$ cat src/rtl/spi_sel_pkg.sv
// Shared constants and types for the select-gated serial slave.
// Assumes a 2-bit register address and a 5-bit control field.
package spi_sel_pkg;
    localparam int DATA_W   = 16;
    localparam int NARROW_W = 8;
    localparam int ADDR_W   = 2;

    localparam logic [ADDR_W-1:0] A_DATA = 2'd0;
    localparam logic [ADDR_W-1:0] A_CTRL = 2'd1;
    localparam logic [ADDR_W-1:0] A_STAT = 2'd2;

    // Control field, bit 4 down to bit 0.
    typedef struct packed {
        logic wide;
        logic sel_gate;
        logic late_ph;
        logic cpol;
        logic en;
    } ctrl_t;

    localparam int CTRL_W = $bits(ctrl_t);
endpackage

$ cat src/rtl/spi_sel_sync.sv
// Two-flop synchronizer for a bundle of asynchronous pins.
// Assumes each bit is independent; the reset value is chosen per bit.
module spi_sel_sync #(
    parameter int W = 1,
    parameter logic [W-1:0] RST_VAL = '0
) (
    input  logic         clk,
    input  logic         rst_n,
    input  logic [W-1:0] d,
    output logic [W-1:0] q
);
    logic [W-1:0] meta;

    // Two register stages into the system clock domain.
    always_ff @(posedge clk) begin
        if (!rst_n) begin
            meta <= RST_VAL;
            q    <= RST_VAL;
        end else begin
            meta <= d;
            q    <= meta;
        end
    end
endmodule

$ cat src/rtl/spi_sel_engine.sv
// Shift engine: detects serial clock edges on the synchronized clock,
// samples and launches bits by polarity and phase, counts bits, and
// handles select gating with abort and reload of the held word.
// Assumes each serial clock phase lasts at least three system clocks.
module spi_sel_engine
    import spi_sel_pkg::*;
#(
    parameter int DW = DATA_W,
    parameter int NW = NARROW_W
) (
    input  logic          clk,
    input  logic          rst_n,
    input  ctrl_t         ctrl,
    input  logic          sck_s,
    input  logic          sdi_s,
    input  logic          ss_s,
    input  logic [DW-1:0] tx_hold,
    input  logic          tx_full,
    output logic          sdo,
    output logic          take_hold,
    output logic          sent_hold,
    output logic          rx_push,
    output logic [DW-1:0] rx_word
);
    localparam int CW = $clog2(DW);
    localparam logic [DW-1:0] NMASK = {{(DW-NW){1'b0}}, {NW{1'b1}}};

    logic          sck_q;
    logic [CW-1:0] cnt;
    logic [DW-1:0] tx_sr;
    logic [DW-1:0] rx_sr;
    logic          carry;
    logic          rise, fall, lead_e, trail_e, smp_e, lch_e;
    logic          gate_ok, at_end;
    logic [CW-1:0] last;
    logic [DW-1:0] shifted;

    // Previous synchronized clock level, for edge detection.
    always_ff @(posedge clk) begin
        if (!rst_n) sck_q <= 1'b0;
        else        sck_q <= sck_s;
    end

    // Edge classification, gating and end-of-word detection.
    always_comb begin
        rise    = sck_s & ~sck_q;
        fall    = ~sck_s & sck_q;
        lead_e  = ctrl.cpol ? fall : rise;
        trail_e = ctrl.cpol ? rise : fall;
        smp_e   = ctrl.late_ph ? trail_e : lead_e;
        lch_e   = ctrl.late_ph ? lead_e : trail_e;
        gate_ok = ctrl.en & (~ctrl.sel_gate | ~ss_s);
        last    = ctrl.wide ? CW'(DW-1) : CW'(NW-1);
        at_end  = (cnt == last);
        shifted = {rx_sr[DW-2:0], sdi_s};
    end

    // Strobes towards the register block.
    always_comb begin
        rx_push   = gate_ok & smp_e & at_end;
        rx_word   = ctrl.wide ? shifted : (shifted & NMASK);
        sent_hold = rx_push & carry;
        take_hold = gate_ok & ~ctrl.sel_gate & (cnt == '0) & tx_full & ~smp_e;
        sdo       = ctrl.wide ? tx_sr[DW-1] : tx_sr[NW-1];
    end

    // Bit counter, shift registers and holding-register reload.
    always_ff @(posedge clk) begin
        if (!rst_n) begin
            cnt   <= '0;
            tx_sr <= '0;
            rx_sr <= '0;
            carry <= 1'b0;
        end else if (!ctrl.en) begin
            cnt   <= '0;
            tx_sr <= '0;
            carry <= 1'b0;
        end else if (!gate_ok) begin
            cnt   <= '0;
            tx_sr <= tx_full ? tx_hold : '0;
            carry <= tx_full;
        end else if (smp_e) begin
            rx_sr <= shifted;
            if (at_end) begin
                cnt   <= '0;
                tx_sr <= '0;
            end else begin
                cnt <= cnt + 1'b1;
            end
        end else if (lch_e && cnt != '0) begin
            tx_sr <= {tx_sr[DW-2:0], 1'b0};
        end else if (cnt == '0) begin
            if (ctrl.sel_gate) begin
                tx_sr <= tx_full ? tx_hold : '0;
                carry <= tx_full;
            end else if (tx_full) begin
                tx_sr <= tx_hold;
            end
        end
    end

    // the bit count never passes the last bit of the chosen width.
    assert_cnt_in_word_R2: assert property (@(posedge clk) disable iff (!rst_n)
        cnt <= (ctrl.wide ? CW'(DW-1) : CW'(NW-1)));

    // select high under gating leaves no partial word behind.
    assert_abort_clears_R6: assert property (@(posedge clk) disable iff (!rst_n)
        (ctrl.en && ctrl.sel_gate && ss_s) |=> (cnt == '0));
endmodule

$ cat src/rtl/spi_sel_regs.sv
// Host register block: control, transmit and receive holding registers,
// status flags, overflow and the interrupt pulse.
// Assumes one host access per cycle; read data is combinational.
module spi_sel_regs
    import spi_sel_pkg::*;
#(
    parameter int DW = DATA_W
) (
    input  logic              clk,
    input  logic              rst_n,
    input  logic [ADDR_W-1:0] bus_addr,
    input  logic              bus_wr,
    input  logic              bus_rd,
    input  logic [DW-1:0]     bus_wdata,
    output logic [DW-1:0]     bus_rdata,
    output ctrl_t             ctrl,
    output logic [DW-1:0]     tx_hold,
    output logic              tx_full,
    input  logic              take_hold,
    input  logic              sent_hold,
    input  logic              rx_push,
    input  logic [DW-1:0]     rx_word,
    output logic              irq
);
    logic [DW-1:0] rx_hold;
    logic          rx_full;
    logic          ovf;
    logic          wr_data, wr_ctrl, wr_stat, rd_data, tx_clr;
    ctrl_t         ctrl_new;

    // Access decode and the transmit-full clearing condition.
    always_comb begin
        wr_data  = bus_wr & (bus_addr == A_DATA);
        wr_ctrl  = bus_wr & (bus_addr == A_CTRL);
        wr_stat  = bus_wr & (bus_addr == A_STAT);
        rd_data  = bus_rd & (bus_addr == A_DATA);
        ctrl_new = ctrl_t'(bus_wdata[CTRL_W-1:0]);
        tx_clr   = ctrl.sel_gate ? sent_hold : take_hold;
    end

    // Control register; refuses late phase without select gating.
    always_ff @(posedge clk) begin
        if (!rst_n)
            ctrl <= '0;
        else if (wr_ctrl && !(ctrl_new.late_ph && !ctrl_new.sel_gate))
            ctrl <= ctrl_new;
    end

    // Transmit holding register and its full flag.
    always_ff @(posedge clk) begin
        if (!rst_n) begin
            tx_hold <= '0;
            tx_full <= 1'b0;
        end else if (wr_data) begin
            tx_hold <= bus_wdata;
            tx_full <= 1'b1;
        end else if (tx_clr) begin
            tx_full <= 1'b0;
        end
    end

    // Receive holding register, full flag and sticky overflow.
    always_ff @(posedge clk) begin
        if (!rst_n) begin
            rx_hold <= '0;
            rx_full <= 1'b0;
            ovf     <= 1'b0;
        end else begin
            if (wr_stat && bus_wdata[2])
                ovf <= 1'b0;
            if (rx_push) begin
                if (rx_full && !rd_data) begin
                    ovf <= 1'b1;
                end else begin
                    rx_hold <= rx_word;
                    rx_full <= 1'b1;
                end
            end else if (rd_data) begin
                rx_full <= 1'b0;
            end
        end
    end

    // One-cycle interrupt per completed word.
    always_ff @(posedge clk) begin
        if (!rst_n) irq <= 1'b0;
        else        irq <= rx_push;
    end

    // Read multiplexer.
    always_comb begin
        unique case (bus_addr)
            A_DATA:  bus_rdata = rx_hold;
            A_CTRL:  bus_rdata = {{(DW-CTRL_W){1'b0}}, ctrl};
            A_STAT:  bus_rdata = {{(DW-3){1'b0}}, ovf, rx_full, tx_full};
            default: bus_rdata = '0;
        endcase
    end

    // the refused combination never reaches the control register.
    assert_legal_cfg_R9: assert property (@(posedge clk) disable iff (!rst_n)
        !(ctrl.late_ph && !ctrl.sel_gate));

    // under gating, transmit-full drops only when its word completes.
    assert_txfull_hold_R8: assert property (@(posedge clk) disable iff (!rst_n)
        (ctrl.sel_gate && tx_full && !sent_hold) |=> tx_full);

    // overflow is sticky until a status write clears it.
    assert_ovf_sticky_R10: assert property (@(posedge clk) disable iff (!rst_n)
        (ovf && !(wr_stat && bus_wdata[2])) |=> ovf);

    // the interrupt never lasts two cycles.
    assert_irq_pulse_R11: assert property (@(posedge clk) disable iff (!rst_n)
        irq |=> !irq);
endmodule

$ cat src/rtl/spi_sel_slave.sv
// Top of the select-gated serial slave: synchronizes the pins, joins the
// shift engine to the host registers and drives data-out enable.
// Assumes data-out is tri-stated by the pad using sdo_oe.
module spi_sel_slave
    import spi_sel_pkg::*;
#(
    parameter int DW = DATA_W,
    parameter int NW = NARROW_W
) (
    input  logic              clk,
    input  logic              rst_n,
    input  logic [ADDR_W-1:0] bus_addr,
    input  logic              bus_wr,
    input  logic              bus_rd,
    input  logic [DW-1:0]     bus_wdata,
    output logic [DW-1:0]     bus_rdata,
    output logic              irq,
    input  logic              sck_pin,
    input  logic              sdi_pin,
    input  logic              ss_n_pin,
    output logic              sdo_pin,
    output logic              sdo_oe
);
    ctrl_t         ctrl;
    logic [2:0]    pins_s;
    logic [DW-1:0] tx_hold, rx_word;
    logic          tx_full, take_hold, sent_hold, rx_push;

    spi_sel_sync #(.W(3), .RST_VAL(3'b100)) u_sync (
        .clk(clk), .rst_n(rst_n),
        .d({ss_n_pin, sdi_pin, sck_pin}), .q(pins_s)
    );

    spi_sel_engine #(.DW(DW), .NW(NW)) u_engine (
        .clk(clk), .rst_n(rst_n), .ctrl(ctrl),
        .sck_s(pins_s[0]), .sdi_s(pins_s[1]), .ss_s(pins_s[2]),
        .tx_hold(tx_hold), .tx_full(tx_full), .sdo(sdo_pin),
        .take_hold(take_hold), .sent_hold(sent_hold),
        .rx_push(rx_push), .rx_word(rx_word)
    );

    spi_sel_regs #(.DW(DW)) u_regs (
        .clk(clk), .rst_n(rst_n),
        .bus_addr(bus_addr), .bus_wr(bus_wr), .bus_rd(bus_rd),
        .bus_wdata(bus_wdata), .bus_rdata(bus_rdata),
        .ctrl(ctrl), .tx_hold(tx_hold), .tx_full(tx_full),
        .take_hold(take_hold), .sent_hold(sent_hold),
        .rx_push(rx_push), .rx_word(rx_word), .irq(irq)
    );

    // Data-out drive follows the raw select pin so release is immediate.
    assign sdo_oe = ctrl.en & (~ctrl.sel_gate | ~ss_n_pin);
endmodule

$ cat config.mk
export PLATFORM = sky130hd
export DESIGN_NAME = spi_sel_slave
export DESIGN_NICKNAME = d
export VERILOG_FILES = /design/src/rtl/spi_sel_pkg.sv /design/src/rtl/spi_sel_sync.sv /design/src/rtl/spi_sel_engine.sv /design/src/rtl/spi_sel_regs.sv /design/src/rtl/spi_sel_slave.sv
export SDC_FILE = /design/constraint.sdc
export NUM_CORES = 1
export LEC_CHECK = 0
export BUFFER_PORTS_ARGS = -buffer_cell sky130_fd_sc_hd__buf_2
export CAP_MARGIN = 20
export CORE_ASPECT_RATIO = 1.2
export CORE_MARGIN = 10
export CORE_UTILIZATION = 60
export DETAILED_ROUTE_END_ITERATION = 10
export GPL_ROUTABILITY_DRIVEN = 0
export GPL_TIMING_DRIVEN = 0
export PLACE_DENSITY = 0.81
export RECOVER_POWER = 50
export SYNTH_ARGS = -nofsm -noshare
export SYNTH_HDL_FRONTEND = slang
export SYNTH_HIERARCHICAL = 1
export SYNTH_SLANG_ARGS = --single-unit
$ cat constraint.sdc
create_clock -name clk -period 5.3 [get_ports clk]
set_input_delay 0.53 -clock clk [delete_from_list [all_inputs] [get_ports clk]]
set_output_delay 0.53 -clock clk [all_outputs]
set_load 0.02 [all_outputs]
; Word-level counts from Yosys, hierarchy flattened
; Cells that the tools add are included.
[word_totals]
ff_bits = 84
input_bits = 25
output_inout_bits = 19
wordCells = 105
[op_classes]
n_addsub = 1
reduce_logical = 20
n_bitwise = 24
eq_ne = 11
mux = 31
[ops]
columns = op, n
row1 = 16-bit two-way mux, 9
row2 = 16-bit case mux with 3 select lines, 1
row3 = 1-bit two-way mux, 19
row4 = 1-bit AND, 15
row5 = 3-bit AND reduction, 3
row6 = 4-bit two-way mux, 2
row7 = 2-bit inequality test (second input constant), 4
row8 = 1-bit NOT, 7
row9 = 2-bit AND reduction, 3
row10 = 1-bit logical AND, 5
row11 = 5-bit by 2-bit inequality test with 1-bit output (second input constant), 1
row12 = 4-bit by 1-bit adder with 4-bit output (second input constant), 1
row13 = 4-bit == test, 1
row14 = 4-bit logical NOT, 1
row15 = 4-bit by 3-bit inequality test with 1-bit output (second input constant), 1
row16 = 4-bit AND reduction, 1
row17 = 2-bit nonzero test, 2
row18 = 4-bit nonzero test, 1
row19 = 1-bit logical NOT, 3
row20 = 3-bit inequality test (second input constant), 1
row21 = 2-bit by 1-bit == test with 1-bit output (second input constant), 1
row22 = 2-bit == test (second input constant), 1
row23 = 2-bit logical NOT, 1
row24 = 2-bit by 1-bit inequality test with 1-bit output (second input constant), 1
row25 = 1-bit bitwise OR, 2

; Longest topological paths before layout
[depth]
depth_word = 10
mapped_depth = 10
depth_no_buf = 7

; By module
; The synthesis kept the hierarchy.
[by_module_without_submodules]
columns = module, area_each_um2, n_inst, cells_each, seq_area_each_um2
row1 = spi_sel_engine, 1960.6, 1, 226, 740.7
row2 = spi_sel_regs, 1908.1, 1, 209, 820.8
row3 = spi_sel_sync, 157.7, 1, 12, 120.1
row4 = spi_sel_slave, 11.3, 1, 1, 0.0

; Worst setup path before layout
; No wires, ideal clock.
[synth_path]
kind = reg-to-reg
start = register, netlist name u_regs/ctrl[1]
end = register u_regs.rx_hold[0]
stages_incl_launch_ff = 11
required_ns = 5.228
arrival_ns = 2.296
setup_slack_ns = 2.932
synth_period_minus_slack_ns = 2.368
setup_ns = 0.072
path_buffers = 3
cell_sequence = dfxtp_1 xnor2_4 mux2i_1 nand2_1 clkbuf_1 nor2_1 and2b_2 a31o_1 buf_6 buf_12 mux2i_1
[synth_between]
elab_chain_len = 5
word_cells_on_any_way = 6
cone_classes = mux: 3 / bitwise: 2 / reduce/logical: 1
[synth_lines]
columns = item, line_no
row1 = "1-bit two-way mux, on equally long branches", "spi_sel_engine.sv:48, spi_sel_engine.sv:49"
row2 = 1-bit two-way mux (*), spi_sel_engine.sv:50  ; smp_e = ctrl.late_ph ? trail_e : lead_e;
row3 = 1-bit AND (*) (2 in a row), spi_sel_engine.sv:60  ; rx_push = gate_ok & smp_e & at_end;
row4 = via rx_push, spi_sel_slave.sv:27  ; logic tx_full, take_hold, sent_hold, rx_push;
row5 = 2-bit AND reduction (no line) (*), n/a
row6 = end signal: assignment, spi_sel_regs.sv:75  ; rx_hold <= rx_word;
row7 = end: declaration, spi_sel_regs.sv:25  ; logic [DW-1:0] rx_hold;
; The timed path passes the listed nets; every way through them passes the cells marked *.
; A chain may end at the register's enable or synchronous reset.

; Worst setup path in the final report
[layout_path]
start = register, netlist name u_regs/ctrl[1]
end = register u_regs.rx_hold[13]
[layout_between]
elab_chain_len = 5
word_cells_on_any_way = 6
cone_classes = mux: 3 / bitwise: 2 / reduce/logical: 1
[layout_lines]
columns = item, line_no
row1 = "1-bit two-way mux, on equally long branches", "spi_sel_engine.sv:48, spi_sel_engine.sv:49"
row2 = 1-bit two-way mux (*), spi_sel_engine.sv:50
row3 = 1-bit AND (*) (2 in a row), spi_sel_engine.sv:60
row4 = via rx_push, spi_sel_slave.sv:27
row5 = 2-bit AND reduction (no line) (*), n/a
; Marked as above.

==> metrics.txt <==
Fin Setup TNS 0 ns; Clock Sinks 84; RR Startpoint u_regs/ctrl[1]; r2r setup slk 2.17 ns; ys async rst share 0; WL/cell 15.3 um; Worst Path Class, Setup flip-flop to flip-flop; WP data arrival 3.41 ns; maxcap violations 0; Core Box Area 6490 um^2; die area 10400 um^2; Synth area leader dfxtp_1; DRC 0; Max Buffers Root-to-Sink 2; CTS Root Buffer Type clkbuf_8; vias in the first global route 3197; status complete, no violations; fill count 567; Slew HR 0.502; dominant synthesized flop cell dfxtp_1; clk_lat worst skew 0.36 ns; mapped cell area 4040 um^2; Hold EP u_sync/meta[2]; DRT Wirelength 9.02 mm; Worst R2R End u_regs/rx_hold[13]; Switching Fraction 0.240; commonest non-fill, non-tap cell in the layout nand2_1; placed insts 574; antenna diode count 0; drt first-iter violations 200; number of buffers created by CTS 9; CP dominant cell by count mux2i_1; die height 110 um; f_max 320 MHz; clk_skew 0.0157 ns; Slew Viols, Final 0; Setup violations, final 0; NetSw 0.285 mW; clock-pin slew on the worst setup and hold paths 0.08 ns; Worst Hold Depth 2; number of synthesis warnings 6; share of the yosys chip area belonging to registers 0.416; syn nets 475; hold_buf cts 0; syn avg cell area 9.01 um^2; Via density 5.41; post-synth top area share 0.416; initial antenna violation count 0; RSZ-0062 raised after global routing false; Worst Max-Slew Pin Slew 0.740 ns; Starting Density 0.622; endpoints failing hold 0; Clk pwr share 0.388; Pleak 1.58 nW; Layout Cells excl Fill 590; Final ANT Viol Nets 0; hold wc startpoint ss_n_pin; Int Pwr 0.902 mW; Die Wd 94.9 um; P&R area growth vs syn 10.7%; DP HPWL 6.58 mm; Synth Register Bits 84; largest cells by area after synthesis dfxtp_1 42%, nand2_1 10%, mux2i_1 7.2%; Buf+Inv Stages, Crit Path 3; Setup Fix Bufs, Post-CTS 0; share of post-route cells with drive strength above 1 0.188; minimum clock period 3.13 ns; Top Ports 44; CP Max Fanout 10; most frequent cells in the layout 108 x nand2_1, 84 x dfxtp_1, 33 x buf_2, 33 x a21boi_0, 31 x clkbuf_1; Synth cell types 49; Hold WC Path Type input port to flip-flop; first-pass GRT wire length 15.1 mm; Critical Path RT 5.58 ns; VDD IR max 201 uV; row cnt 32; hold_ws 0.387 ns; power share of the combinational group 0.068; Tcrit/Tclk final 0.590; delay of the slowest critical-path stage 0.58 ns; Power Dens Cells 265 nW/um^2; CP max stage cell mux2i_1; Mapped Cells 448; Post-synth EDFFs 0; GRT Util Overall 0.184; Worst path depth 10; DR pass1 iterations 4; crit-path leading delay family multiplexers; CP endpoint kind flip-flop; port bufs 41; reg2reg path depth 10; CP Cell Sequence xnor2_1 -> mux2i_1 -> nand2_1 -> clkbuf_1 -> nor2_1 -> and2b_2 -> a31o_1 -> buf_6 -> buf_12 -> mux2i_1; GRT overflow 0; CTS tree built; part of the power in registers 0.544; nets@finish 527; Post-CTS Resized 0; largest net degree at the start of global routing 15; total number of vias 3190; H-tree depth 3; crit start category flip-flop
==> metal layers <==
metal | global-route usage | up-vias | part of all wire
met2 | 0.304 | 63 | 0.49
met5 | 0 | - | 0
li1 | - | 1616 | -
met1 | 0.218 | 1499 | 0.45
met4 | 0.0899 | 0 | 0.021
met3 | 0.0437 | 12 | 0.042
==> worst max-delay path by stage <==
stage	startpoint	to	slack [ns]
6_report	u_regs/ctrl[1]	u_regs/rx_hold[13]	2.17
5_1_grt	u_regs/ctrl[1]	u_regs/rx_hold[10]	1.85
4_1_cts	u_regs/ctrl[1]	u_regs/rx_hold[10]	2.36
3_5_place_dp	u_regs/ctrl[1]	u_regs/rx_hold[10]	2.39
3_3_place_gp	u_regs/ctrl[1]	u_regs/rx_hold[13]	2.44
2_1_floorplan	u_regs/ctrl[1]	u_regs/rx_hold[0]	2.93
==> Yosys cell counts (3+ instances only) <==
cell type,n
o21ai_0,6
mux2i_1,29
a22oi_1,14
dfxtp_1,84
nor3_1,3
buf_6,5
a21oi_1,10
buf_4,10
and2_1,25
nand2_1,108
clkbuf_1,18
a21oi_2,10
inv_1,5
buf_2,3
nor2_1,7
nand2b_1,5
nand3_1,6
nand2_2,10
o31ai_1,15
and3_1,4
a21boi_2,11
a21boi_0,23
a21o_1,3
==> sequential cells by signal (all words and copies together), names as in the netlist, 3 cells and up <==
name,cells
u_sync/q,3
u_engine/cnt,4
u_engine/rx_sr,15
u_regs/rx_hold,16
u_sync/meta,3
u_engine/tx_sr,16
u_regs/ctrl,5
u_regs/tx_hold,16
==> power groups by stage <==
stage	Sequential (mW)	Clock, mW	Combinational (mW)
global placement	0.660	0	0.0822
finish	0.645	0.461	0.0806
detailed placement	0.661	0	0.0839
floorplan	0.658	0	0.0582
global route	0.646	0.501	0.0891
CTS	0.646	0.471	0.0844
==> area by class of cell <==
cell class	count	area, um^2	share of cell area
multi-input cells	320	2010	0.450
clock buffers	11	141	0.0316
repair buffers	41	191	0.0428
flip-flops and latches	84	1680	0.376
inverters	5	18.8	0.00420
well taps	85	106	0.0238
clock inverters	5	58.8	0.0132
plain buffers	39	262	0.0585
==> through the flow <==
| step | total power, mW | utilization | setup WS, ns | instance area (um^2) |
|---|---|---|---|---|
| 2_1_floorplan | 0.717 | - | 2.93 | 4040 |
| 3_3_place_gp | 0.743 | 0.671 | 2.44 | 4350 |
| 3_5_place_dp | 0.745 | 0.671 | 2.39 | 4350 |
| 4_1_cts | 1.20 | 0.701 | 2.36 | 4550 |
| 5_1_grt | 1.24 | 0.689 | 1.85 | 4470 |
| 6_report | 1.19 | 0.689 | 2.17 | 4470 |
==> logic make-up (layout without fill, tap and decap cells) <==
kind of cell,Yosys count,in the layout,share of synthesized area
XOR/XNOR,4,4,0.0133
multiplexers,33,33,0.0868
AO/OA/AOI/OAI,100,100,0.191
buffers and inverters,44,101,0.0713
adder cells (fa/ha/maj),2,2,0.00620
flip-flops,84,84,0.416
AND/OR/NAND/NOR,181,181,0.215
No activity file was read; power rests on OpenSTA's default activity.
